`config.mk`:
```
export PLATFORM = sky130hd
export DESIGN_NAME = regPort
export DESIGN_NICKNAME = d
export VERILOG_FILES = /design/src/rtl/regPortPkg.sv /design/src/rtl/regPortCtrl.sv /design/src/rtl/regPortData.sv /design/src/rtl/regPort.sv
export SDC_FILE = /design/constraint.sdc
export NUM_CORES = 2
export LEC_CHECK = 0
export CAP_MARGIN = 15
export CORE_ASPECT_RATIO = 0.9
export CORE_MARGIN = 2
export CORE_UTILIZATION = 45
export CTS_CLUSTER_DIAMETER = 200
export DETAILED_ROUTE_END_ITERATION = 7
export HOLD_SLACK_MARGIN = 0.1
export SLEW_MARGIN = 20
export SYNTH_ARGS = -nofsm -noshare
export SYNTH_HDL_FRONTEND = slang
export SYNTH_SLANG_ARGS = --single-unit
```
`constraint.sdc`:
```
create_clock -name clk -period 6 [get_ports clk]
set_clock_uncertainty 0.1 [all_clocks]
set_input_delay 1.2 -clock clk [delete_from_list [all_inputs] [get_ports clk]]
set_output_delay 1.2 -clock clk [all_outputs]
set_load 0.02 [all_outputs]
```
`src/rtl/regPortPkg.sv`:
```
package regPortPkg;

  typedef enum logic [1:0] {
    KIND_REG   = 2'd0,
    KIND_CNTLO = 2'd1,
    KIND_CNTHI = 2'd2,
    KIND_NONE  = 2'd3
  } accKind_t;

  // strobes from control to datapath, valid for the current edge
  typedef struct packed {
    logic regWe;   // ordinary register write
    logic cntWe;   // counter half preset
    logic ordRd;   // non-counter read, answered next cycle
    logic cntRd;   // counter half read accepted, fetch into hold word
    logic emit;    // pending counter word goes out on this edge
  } ctrlStrb_t;

  function automatic accKind_t classify(input int a, input int numRegs,
                                        input int cntBase, input int numCnt);
    if (a < numRegs)
      return KIND_REG;
    else if (a >= cntBase && a < cntBase + 2 * numCnt)
      return ((a - cntBase) % 2 == 0) ? KIND_CNTLO : KIND_CNTHI;
    else
      return KIND_NONE;
  endfunction

endpackage

```
`src/rtl/regPortCtrl.sv`:
```
module regPortCtrl
  import regPortPkg::*;
#(
  parameter int ADDR_W   = 8,
  parameter int NUM_REGS = 16,
  parameter int CNT_BASE = 64,
  parameter int NUM_CNT  = 8,
  parameter int LO_LAT   = 6,
  parameter int HI_LAT   = 3
) (
  input  logic              clk,
  input  logic              rstN,
  input  logic              csN,
  input  logic              rdN,
  input  logic              wrN,
  input  logic [ADDR_W-1:0] addr,
  output ctrlStrb_t         strb,
  output logic              busy,
  output logic              accessErr
);

  localparam int MAX_LAT = (LO_LAT > HI_LAT) ? LO_LAT : HI_LAT;
  localparam int WAIT_W  = (MAX_LAT > 2) ? $clog2(MAX_LAT) : 1;

  logic [WAIT_W-1:0] waitCnt;
  logic              sel, rdReq, wrReq, clash, isCnt;
  accKind_t          kind;

  assign kind  = classify(int'(addr), NUM_REGS, CNT_BASE, NUM_CNT);
  assign isCnt = (kind == KIND_CNTLO) || (kind == KIND_CNTHI);
  assign busy  = (waitCnt != '0);

  // an access is only seen when selected and nothing is outstanding
  assign sel   = !csN && !busy;
  assign rdReq = sel && !rdN &&  wrN;
  assign wrReq = sel &&  rdN && !wrN;
  assign clash = sel && !rdN && !wrN;

  always_comb begin
    strb.regWe = wrReq && (kind == KIND_REG);
    strb.cntWe = wrReq && isCnt;
    strb.ordRd = rdReq && !isCnt;
    strb.cntRd = rdReq && isCnt;
    strb.emit  = (waitCnt == WAIT_W'(1));
  end

  always_ff @(posedge clk or negedge rstN) begin
    if (!rstN) begin
      waitCnt   <= '0;
      accessErr <= 1'b0;
    end else begin
      accessErr <= clash;
      if (strb.cntRd)
        waitCnt <= (kind == KIND_CNTLO) ? WAIT_W'(LO_LAT - 1) : WAIT_W'(HI_LAT - 1);
      else if (busy)
        waitCnt <= waitCnt - WAIT_W'(1);
    end
  end

  // the countdown never exceeds the longest fetch
  p_wait_bound_r7: assert property (@(posedge clk) disable iff (!rstN)
    int'(waitCnt) <= MAX_LAT - 1);

  // busy persists until the emitting edge
  p_busy_run_r9: assert property (@(posedge clk) disable iff (!rstN)
    (busy && !strb.emit) |=> busy);

  initial begin
    assert (LO_LAT >= 2 && HI_LAT >= 2)
      else $display("regPortCtrl: counter latencies must be at least 2");
  end

endmodule

```
`src/rtl/regPortData.sv`:
```
module regPortData
  import regPortPkg::*;
#(
  parameter int ADDR_W   = 8,
  parameter int DATA_W   = 16,
  parameter int NUM_REGS = 16,
  parameter int CNT_BASE = 64,
  parameter int NUM_CNT  = 8
) (
  input  logic              clk,
  input  logic              rstN,
  input  ctrlStrb_t         strb,
  input  logic [ADDR_W-1:0] addr,
  input  logic [DATA_W-1:0] wrData,
  input  logic [NUM_CNT-1:0] cntInc,
  output logic [DATA_W-1:0] rdData,
  output logic              rdValid
);

  localparam int REG_IDX_W = (NUM_REGS > 1) ? $clog2(NUM_REGS) : 1;
  localparam int CNT_IDX_W = (NUM_CNT > 1) ? $clog2(NUM_CNT) : 1;
  localparam int CNT_W     = 2 * DATA_W;

  logic [DATA_W-1:0]    regView [NUM_REGS];
  logic [CNT_W-1:0]     cntView [NUM_CNT];
  logic [DATA_W-1:0]    hiView  [NUM_CNT];
  logic [DATA_W-1:0]    heldWord;
  logic [ADDR_W-1:0]    cntOff;
  logic [CNT_IDX_W-1:0] cntIdx;
  logic                 cntHi;
  logic [REG_IDX_W-1:0] regIdx;
  accKind_t             kind;

  assign kind   = classify(int'(addr), NUM_REGS, CNT_BASE, NUM_CNT);
  assign regIdx = REG_IDX_W'(addr);
  assign cntOff = addr - ADDR_W'(CNT_BASE);
  assign cntIdx = CNT_IDX_W'(cntOff >> 1);
  assign cntHi  = cntOff[0];

  for (genvar g = 0; g < NUM_REGS; g++) begin : g_reg
    logic [DATA_W-1:0] regVal;
    always_ff @(posedge clk or negedge rstN) begin
      if (!rstN)
        regVal <= '0;
      else if (strb.regWe && regIdx == REG_IDX_W'(g))
        regVal <= wrData;
    end
    assign regView[g] = regVal;
  end

  for (genvar g = 0; g < NUM_CNT; g++) begin : g_cnt
    logic [CNT_W-1:0]  cntVal;
    logic [DATA_W-1:0] hiHold;
    logic              hitMe;
    assign hitMe = (cntIdx == CNT_IDX_W'(g));
    always_ff @(posedge clk or negedge rstN) begin
      if (!rstN) begin
        cntVal <= '0;
        hiHold <= '0;
      end else begin
        if (strb.cntWe && hitMe) begin
          if (cntHi) cntVal[CNT_W-1:DATA_W] <= wrData;
          else       cntVal[DATA_W-1:0]     <= wrData;
        end else if (cntInc[g]) begin
          cntVal <= cntVal + CNT_W'(1);
        end
        if (strb.cntRd && hitMe && !cntHi)
          hiHold <= cntVal[CNT_W-1:DATA_W];
      end
    end
    assign cntView[g] = cntVal;
    assign hiView[g]  = hiHold;
  end

  // word fetched at acceptance, held until the emitting edge
  always_ff @(posedge clk or negedge rstN) begin
    if (!rstN)
      heldWord <= '0;
    else if (strb.cntRd)
      heldWord <= cntHi ? hiView[cntIdx] : cntView[cntIdx][DATA_W-1:0];
  end

  always_ff @(posedge clk or negedge rstN) begin
    if (!rstN) begin
      rdData  <= '0;
      rdValid <= 1'b0;
    end else if (strb.ordRd) begin
      rdData  <= (kind == KIND_REG) ? regView[regIdx] : '0;
      rdValid <= 1'b1;
    end else if (strb.emit) begin
      rdData  <= heldWord;
      rdValid <= 1'b1;
    end else begin
      rdData  <= '0;
      rdValid <= 1'b0;
    end
  end

  // idle output bus is zero
  p_idle_zero_r4: assert property (@(posedge clk) disable iff (!rstN)
    !rdValid |-> (rdData == '0));

  // a register write is visible at the next edge
  p_write_lands_r2: assert property (@(posedge clk) disable iff (!rstN)
    strb.regWe |=> (regView[$past(regIdx)] == $past(wrData)));

endmodule

```
`src/rtl/regPort.sv`:
```
module regPort
  import regPortPkg::*;
#(
  parameter int ADDR_W   = 8,
  parameter int DATA_W   = 16,
  parameter int NUM_REGS = 16,
  parameter int CNT_BASE = 64,
  parameter int NUM_CNT  = 8,
  parameter int LO_LAT   = 6,
  parameter int HI_LAT   = 3
) (
  input  logic               clk,
  input  logic               rstN,
  input  logic               csN,
  input  logic               rdN,
  input  logic               wrN,
  input  logic [ADDR_W-1:0]  addr,
  input  logic [DATA_W-1:0]  wrData,
  input  logic [NUM_CNT-1:0] cntInc,
  output logic [DATA_W-1:0]  rdData,
  output logic               rdValid,
  output logic               busy,
  output logic               accessErr
);

  ctrlStrb_t strb;

  regPortCtrl #(
    .ADDR_W(ADDR_W), .NUM_REGS(NUM_REGS), .CNT_BASE(CNT_BASE),
    .NUM_CNT(NUM_CNT), .LO_LAT(LO_LAT), .HI_LAT(HI_LAT)
  ) i_ctrl (
    .clk(clk), .rstN(rstN), .csN(csN), .rdN(rdN), .wrN(wrN), .addr(addr),
    .strb(strb), .busy(busy), .accessErr(accessErr)
  );

  regPortData #(
    .ADDR_W(ADDR_W), .DATA_W(DATA_W), .NUM_REGS(NUM_REGS),
    .CNT_BASE(CNT_BASE), .NUM_CNT(NUM_CNT)
  ) i_data (
    .clk(clk), .rstN(rstN), .strb(strb), .addr(addr), .wrData(wrData),
    .cntInc(cntInc), .rdData(rdData), .rdValid(rdValid)
  );

  // the cycle busy drops is the data cycle
  p_fell_busy_valid_r9: assert property (@(posedge clk) disable iff (!rstN)
    $fell(busy) |-> rdValid);

  // no read data while a fetch is outstanding
  p_busy_no_valid_r9: assert property (@(posedge clk) disable iff (!rstN)
    busy |-> !rdValid);

  // an error cycle carries no read data
  p_err_no_valid_r10: assert property (@(posedge clk) disable iff (!rstN)
    accessErr |-> !rdValid);

  // accepting a counter read raises busy
  p_cnt_read_busy_r7: assert property (@(posedge clk) disable iff (!rstN)
    strb.cntRd |=> busy);

endmodule

```
# After elaboration in Yosys (flattened, before gate mapping)
# Index checks and enable logic that the tools add are counted.
[word_totals]
register_bits = 677
latch_bits = 0
mem_bits_rw = 0
romBits = 0
in_bits = 37
out_inout_bits = 19
memories = 0
[op_classes]
addsub = 11
mul = 0
n_div = 0
n_lt_le_gt_ge = 5
eq_ne = 41
shift = 0
muxes = 39
n_bitwise = 3
reduce_logical = 88
[ops]
columns = ["cell", "count"]
rows = [
  ["32-bit two-way mux", 16],
  ["32-bit by 1-bit adder with 32-bit output (second input constant)", 8],
  ["16-bit two-way mux", 12],
  ["32-bit binary-select mux with 3-bit select", 1],
  ["16-bit binary-select mux with 4-bit select", 1],
  ["1-bit logical AND", 51],
  ["16-bit binary-select mux with 3-bit select", 1],
  ["4-bit == test (second input constant)", 8],
  ["32-bit logical NOT", 1],
  ["2-bit AND reduction", 16],
  ["2-bit nonzero test", 9],
  ["4-bit by 3-bit == test with 1-bit output (second input constant)", 4],
  ["2-bit by 1-bit != test with 1-bit output (second input constant)", 8],
  ["2-bit != test (second input constant)", 8],
  ["3-bit == test (second input constant)", 4],
  ["3-bit two-way mux", 3],
  ["8-bit by 7-bit subtractor with 9-bit output (second input constant)", 1],
  ["4-bit by 2-bit == test with 1-bit output (second input constant)", 2],
  ["8-bit by 7-bit greater-or-equal comparator with 1-bit output (second input constant)", 1],
  ["8-bit by 5-bit less-than comparator with 1-bit output (second input constant)", 1],
  ["8-bit by 7-bit less-than comparator with 1-bit output (second input constant)", 1],
  ["3-bit by 1-bit == test with 1-bit output (second input constant)", 2],
  ["3-bit by 2-bit == test with 1-bit output (second input constant)", 2],
  ["1-bit logical NOT", 6],
  ["other kinds (17)", 20],
]

# Logic depth before layout (Yosys ltp)
[logic_depth]
depth_word = 12
mapped_depth = 16

# Cells and area by module
# A second synthesis with hierarchy kept.
[unflattened]
hier_cells = 3323
area_unflattened_um2 = 36092.1
[by_module_without_submodules]
columns = ["module", "instances", "cells_each", "area_per_inst_um2", "seq_area_each_um2"]
rows = [
  ["regPortData", 1, 3289, 35723.0, 16841.2],
  ["regPortCtrl", 1, 34, 369.1, 100.1],
]

# Worst setup path after synthesis
# No wires, ideal clock.
[synth_timing]
path_type = "input to register"
startpoint = "input port addr[0]"
endpoint = "register i_data.g_cnt[0].cntVal[11]"
setup_ps = 77
t_arrival_ps = 5011
setup_slack_ps = 812
stages = 15
n_path_buf = 7
path_cell_list = "clkbuf_1 -> clkbuf_1 -> clkbuf_1 -> clkbuf_1 -> buf_2 -> a21oi_1 -> ha_1 -> or3b_2 -> clkbuf_1 -> nor3_1 -> nand2_1 -> nand2_1 -> clkbuf_1 -> a21oi_1 -> a21oi_1"
[synth_via]
elab_chain_cells = 12
word_cells_on_any_way = 21
cone_classes = "add/sub (2); order compare (3); eq/ne (3); mux (4); bitwise (1); reduce/logical (8)"
[synth_lines]
columns = ["element", "line", "source"]
rows = [
  ["from (decl)", "regPort.sv:17", "input logic [ADDR_W-1:0] addr,"],
  ["8-bit by 7-bit subtractor with 9-bit output", "regPortPkg.sv:24", "return ((a - cntBase) % 2 == 0) ? KIND_CNTLO : KIND_CNTHI;"],
  ["1-bit bitwise AND (no source line)", "n/a", ""],
  ["32-bit logical NOT", "regPortPkg.sv:24", ""],
  ["2-bit two-way mux", "regPortPkg.sv:24", ""],
  ["2-bit two-way mux", "regPortPkg.sv:23", "else if (a >= cntBase && a < cntBase + 2 * numCnt)"],
  ["2-bit two-way mux", "regPortPkg.sv:21", "if (a < numRegs)"],
  ["2-bit by 1-bit == test with 1-bit output or 2-bit == test (tied branches)", "regPortCtrl.sv:30", "assign isCnt = (kind == KIND_CNTLO) || (kind == KIND_CNTHI);"],
  ["1-bit logical OR", "regPortCtrl.sv:30", ""],
  ["1-bit logical AND", "regPortCtrl.sv:41", "strb.cntWe = wrReq && isCnt;"],
  ["1-bit logical AND", "regPortData.sv:61", "if (strb.cntWe && hitMe) begin"],
  ["2-bit != test (no source line) or 2-bit nonzero test (tied branches)", "n/a", ""],
  ["2-bit AND reduction (no source line)", "n/a", ""],
  ["to (signal, indexed assignment)", "regPortData.sv:62", "if (cntHi) cntVal[CNT_W-1:DATA_W] <= wrData;"],
  ["to (signal, indexed assignment)", "regPortData.sv:63", "else cntVal[DATA_W-1:0] <= wrData;"],
  ["to (signal assigned)", "regPortData.sv:65", "cntVal <= cntVal + CNT_W'(1);"],
  ["to (decl)", "regPortData.sv:52", "logic [CNT_W-1:0] cntVal;"],
]
# Parallel ways exist; a longest one is shown, timed or not.
# A chain may end at the register's enable or synchronous reset.

# Final worst setup path
[layout_timing]
startpoint = "input port addr[7]"
endpoint = "register i_data.g_cnt[0].cntVal[19]"
[layout_via]
elab_chain_cells = 12
word_cells_on_any_way = 19
cone_classes = "add/sub (1); order compare (3); eq/ne (3); mux (4); bitwise (1); reduce/logical (7)"
[layout_lines]
columns = ["element", "line"]
rows = [
  ["8-bit by 7-bit subtractor with 9-bit output", "regPortPkg.sv:24"],
  ["1-bit bitwise AND (no source line)", "n/a"],
  ["32-bit logical NOT", "regPortPkg.sv:24"],
  ["2-bit two-way mux", "regPortPkg.sv:24"],
  ["2-bit two-way mux", "regPortPkg.sv:23"],
  ["2-bit two-way mux (*)", "regPortPkg.sv:21"],
  ["2-bit by 1-bit == test with 1-bit output or 2-bit == test (tied branches)", "regPortCtrl.sv:30"],
  ["1-bit logical OR (*)", "regPortCtrl.sv:30"],
  ["1-bit logical AND (*)", "regPortCtrl.sv:41"],
  ["1-bit logical AND (*)", "regPortData.sv:61"],
  ["2-bit by 1-bit != test with 1-bit output (no source line) or 2-bit nonzero test (tied branches)", "n/a"],
  ["2-bit AND reduction (no source line)", "n/a"],
]
# Mark *: on every way between the ends. The rest lies on a longest branch, timed or not.

==> results by group <==
Pwr
  • Peak supply drop: ~0.22 mV
  • P_int: 0.008398 W
  • Clock Power Share: 0.419
  • Combinational share of power: 0.121
  • Power Density: 304.0 nW/um^2
  • Switch share: 0.2985
  • LEAKAGE: 17.28 nW
  • Reg power frac: 0.459
  • Psw: 0.003573 W

Final layout
  • Register area: 16940 sq um
  • Area delta synth->final: 11.97%
  • Final instance area: 39370 sq um
  • # fillers: 6785
  • Commonest non-fill, non-tap cell in the layout: dfrtp_1
  • Area taken by multi-input logic gates: 17270 sq um
  • Share of layout cells above drive strength 1: 0.2273
  • Final-stage net count: 3339
  • Most frequent cells in the layout: dfrtp_1, nand2_1, mux2_2, a21oi_1, nor2_1

Yosys
  • Avg Cell Area, Syn: 10.60 sq um
  • Main synth FF type: dfrtp_1
  • Yosys cell types: 75
  • Net count after synthesis: 3366
  • Sequential share of the synthesized area: 0.4818
  • Syn Std Cell Area: 35160 sq um
  • Post-synth EDFFs: 0
  • Synth warn: 0
  • Syn Inst Count: 3316
  • Async SR Flop Fraction: 1.000
  • Post-synthesis register bit count: 677

CTS
  • CTS-repair resized insts: 0
  • CTS root buffer: clkbuf_16
  • Post-CTS Setup Bufs: 0
  • Num CTS Buffers: 76
  • Clk_lat worst skew: 650 ps
  • H-tree Lvls: 3
  • Clock tree buffer depth: 3
  • CTS tree: built
  • Clock slew at reported path FFs: ~60 ps
  • CTS Sinks: 677
  • Hold_buf cts: 0

Worst setup path
  • Setup Crit Path Kind: primary input to register
  • CP Max Fanout: 17
  • Required @ worst endpoint: 6420 ps
  • CP peak stage delay: 650 ps
  • Crit path max-delay cell type: or3b_2
  • Worst-path cell chain: clkdlybuf4s50_1 > or3_1 > a21o_1 > ha_1 > or3b_2 > nor3_2 > nand2_1 > nand2_1 > o21ai_0 > a22o_1
  • Most frequent CP cell: nand2_1
  • Worst path top cell family by delay: simple AND/OR/NAND/NOR gates
  • Critical path data arrival time: 5180 ps
  • Worst setup EP type: register
  • Buf/Inv on CP: 1
  • Crit. path cell count: 10
  • Worst R2R Path Depth: 7
  • Crit start category: primary input

Detailed routing
  • WL/cell: 27.75 microns
  • Drt initial violations: 3794
  • DR pass1 iterations: 6
  • Drt via density: ~6.6
  • Final WL: between 100000 and 150000 microns
  • DRC viols: 0
  • Routed vias: 28.77k
  • ANT nets after route: 0

GRT
  • Total global-route track usage: 0.3011
  • Remaining Overflow, GRT: 0
  • Largest net degree at the start of global routing: ~160
  • Antenna violations before repair: 6
  • Vias in the first global route: 27.63k
  • First-pass GRT wire length: between 150000 and 200000 microns

Timing
  • Max Clock Freq: approximately 210 MHz
  • Endpoints failing setup: 0
  • Final hold vios: 0
  • Final period util: 0.7920
  • Max-slew headroom: 0.1881
  • Slew Limit Fails: 0
  • Setup_tns: 0 ps
  • RSZ-0062 raised after global routing: false
  • Fin crit period: 4752 ps
  • Worst Tran Pin Value: 1218 ps
  • Hold slack: 392.1 ps

Floorplan
  • Die area: ~80000 sq um
  • Die height: around 270 microns
  • Core area: about 78000 sq um
  • Row cnt: 97
  • Top Ports: 56
  • Initial Utilization: 0.4534
  • Die W: 298.7 microns

Min path
  • HP Class: register to register
  • WHS Path Cells: 2

Placement
  • Final RePlAce weighted congestion: 0.9303
  • I/O Buffers: 55
  • Placed instance area: 36680 sq um
  • DP HPWL: between 80000 and 90000 microns

Run status
  • Status: complete, no violations

Job
  • Max-Cap Viols: 0
## final timing paths
check	startpoint	to	slack, ps
max	addr[7]	i_data.g_cnt[0].cntVal[19]	1250
min	i_data.g_cnt[4].hiHold[10]	i_data.g_cnt[4].hiHold[10]	390
max reg2reg	i_ctrl.waitCnt[0]	i_data.g_cnt[4].hiHold[7]	2130
min reg2reg	i_data.g_cnt[4].hiHold[10]	i_data.g_cnt[4].hiHold[10]	390
max in group asynchronous	rstN	i_data.g_reg[13].regVal[7]	3970
min in group asynchronous	rstN	i_data.g_reg[11].regVal[2]	460
## logic make-up after synthesis
| group | share of synthesized area |
|---|---|
| simple gates | 0.1453 |
| compound gates | 0.1271 |
| flops | 0.4818 |
| mux | 0.2109 |
| buf+inv | 0.02925 |
| fa+ha+maj | 0.004626 |
| xor+xnor | 0.0009963 |
## area by class of cell
class	instances	area share
antenna	2	0.0001271
inverter	42	0.004004
timing repair buffer	118	0.02600
sequential	677	0.4303
clock buffer	103	0.05495
tap	1039	0.03302
clock inverter	34	0.01309
multi-input combinational	2374	0.4385
## registers in the layout (all words and copies together) (netlist names)
| register | count |
|---|---|
| i_data.g_cnt.cntVal | 256 |
| i_data.g.regVal | 256 |
| i_data.g_cnt.hiHold | 128 |
| i_data.heldWord | 16 |
| i_data.rdData | 16 |
| i_ctrl.waitCnt | 3 |
| i_ctrl.accessErr | 1 |
| i_data.rdValid | 1 |
## synth_stat cells (all sizes together), types with 16 or more instances
cell type / instances / area, sq um
dfrtp: 677 / 16940
and4: 20 / 175.2
nor3: 86 / 456.7
mux4: 128 / 2883
nor2: 279 / 1047
and3: 34 / 212.7
nand4: 82 / 513.0
a211oi: 39 / 292.8
o32ai: 16 / 140.1
a21oi: 280 / 1401
a311oi: 24 / 210.2
mux2: 367 / 4133
clkbuf: 175 / 658.1
a31oi: 20 / 125.1
o211ai: 27 / 202.7
o21ai: 167 / 835.8
nand2: 371 / 1403
nor4: 27 / 181.4
buf: 48 / 212.7
nand3: 117 / 598.1
o22ai: 57 / 356.6
inv: 42 / 157.7
mux2i: 40 / 400.4
## metrics by stage
stage,power (W),worst slack [ps],utilization,cells
after floorplan,0.006158,812.0,-,3316
final,0.01197,1248,0.5077,4389
after detailed placement,0.006982,712.0,0.4730,4250
after global placement,0.006926,831.4,0.4725,4249
after global routing,0.01238,1100,0.5076,4388
after CTS,0.01199,1364,0.5075,4387
## worst min-delay path: cells and delay by family, from the launching register on
family	cells	cell delay (ps)
compound gates	1	70
flops	1	340
simple gates	1	40
## routing by layer
layer  vias to the layer above  global-route usage  wire [microns]
met5                         -                   0              20
met4                         4              0.1246            5556
met2                      1419              0.4442           54010
met3                       295             0.06446           10830
met1                     14730              0.4311           51380
li1                      12320                   -               -
## power groups by stage
stage / Combinational, W / Clock, W / Sequential [W]
floorplan: 0.000911 / 0 / 0.00525
global placement: 0.00139 / 0 / 0.00554
detailed placement: 0.00143 / 0 / 0.00555
CTS: 0.00143 / 0.00509 / 0.00547
global route: 0.00159 / 0.00528 / 0.00552
finish: 0.00145 / 0.00502 / 0.00550
Note: power is estimated with default switching activity, not from simulation.
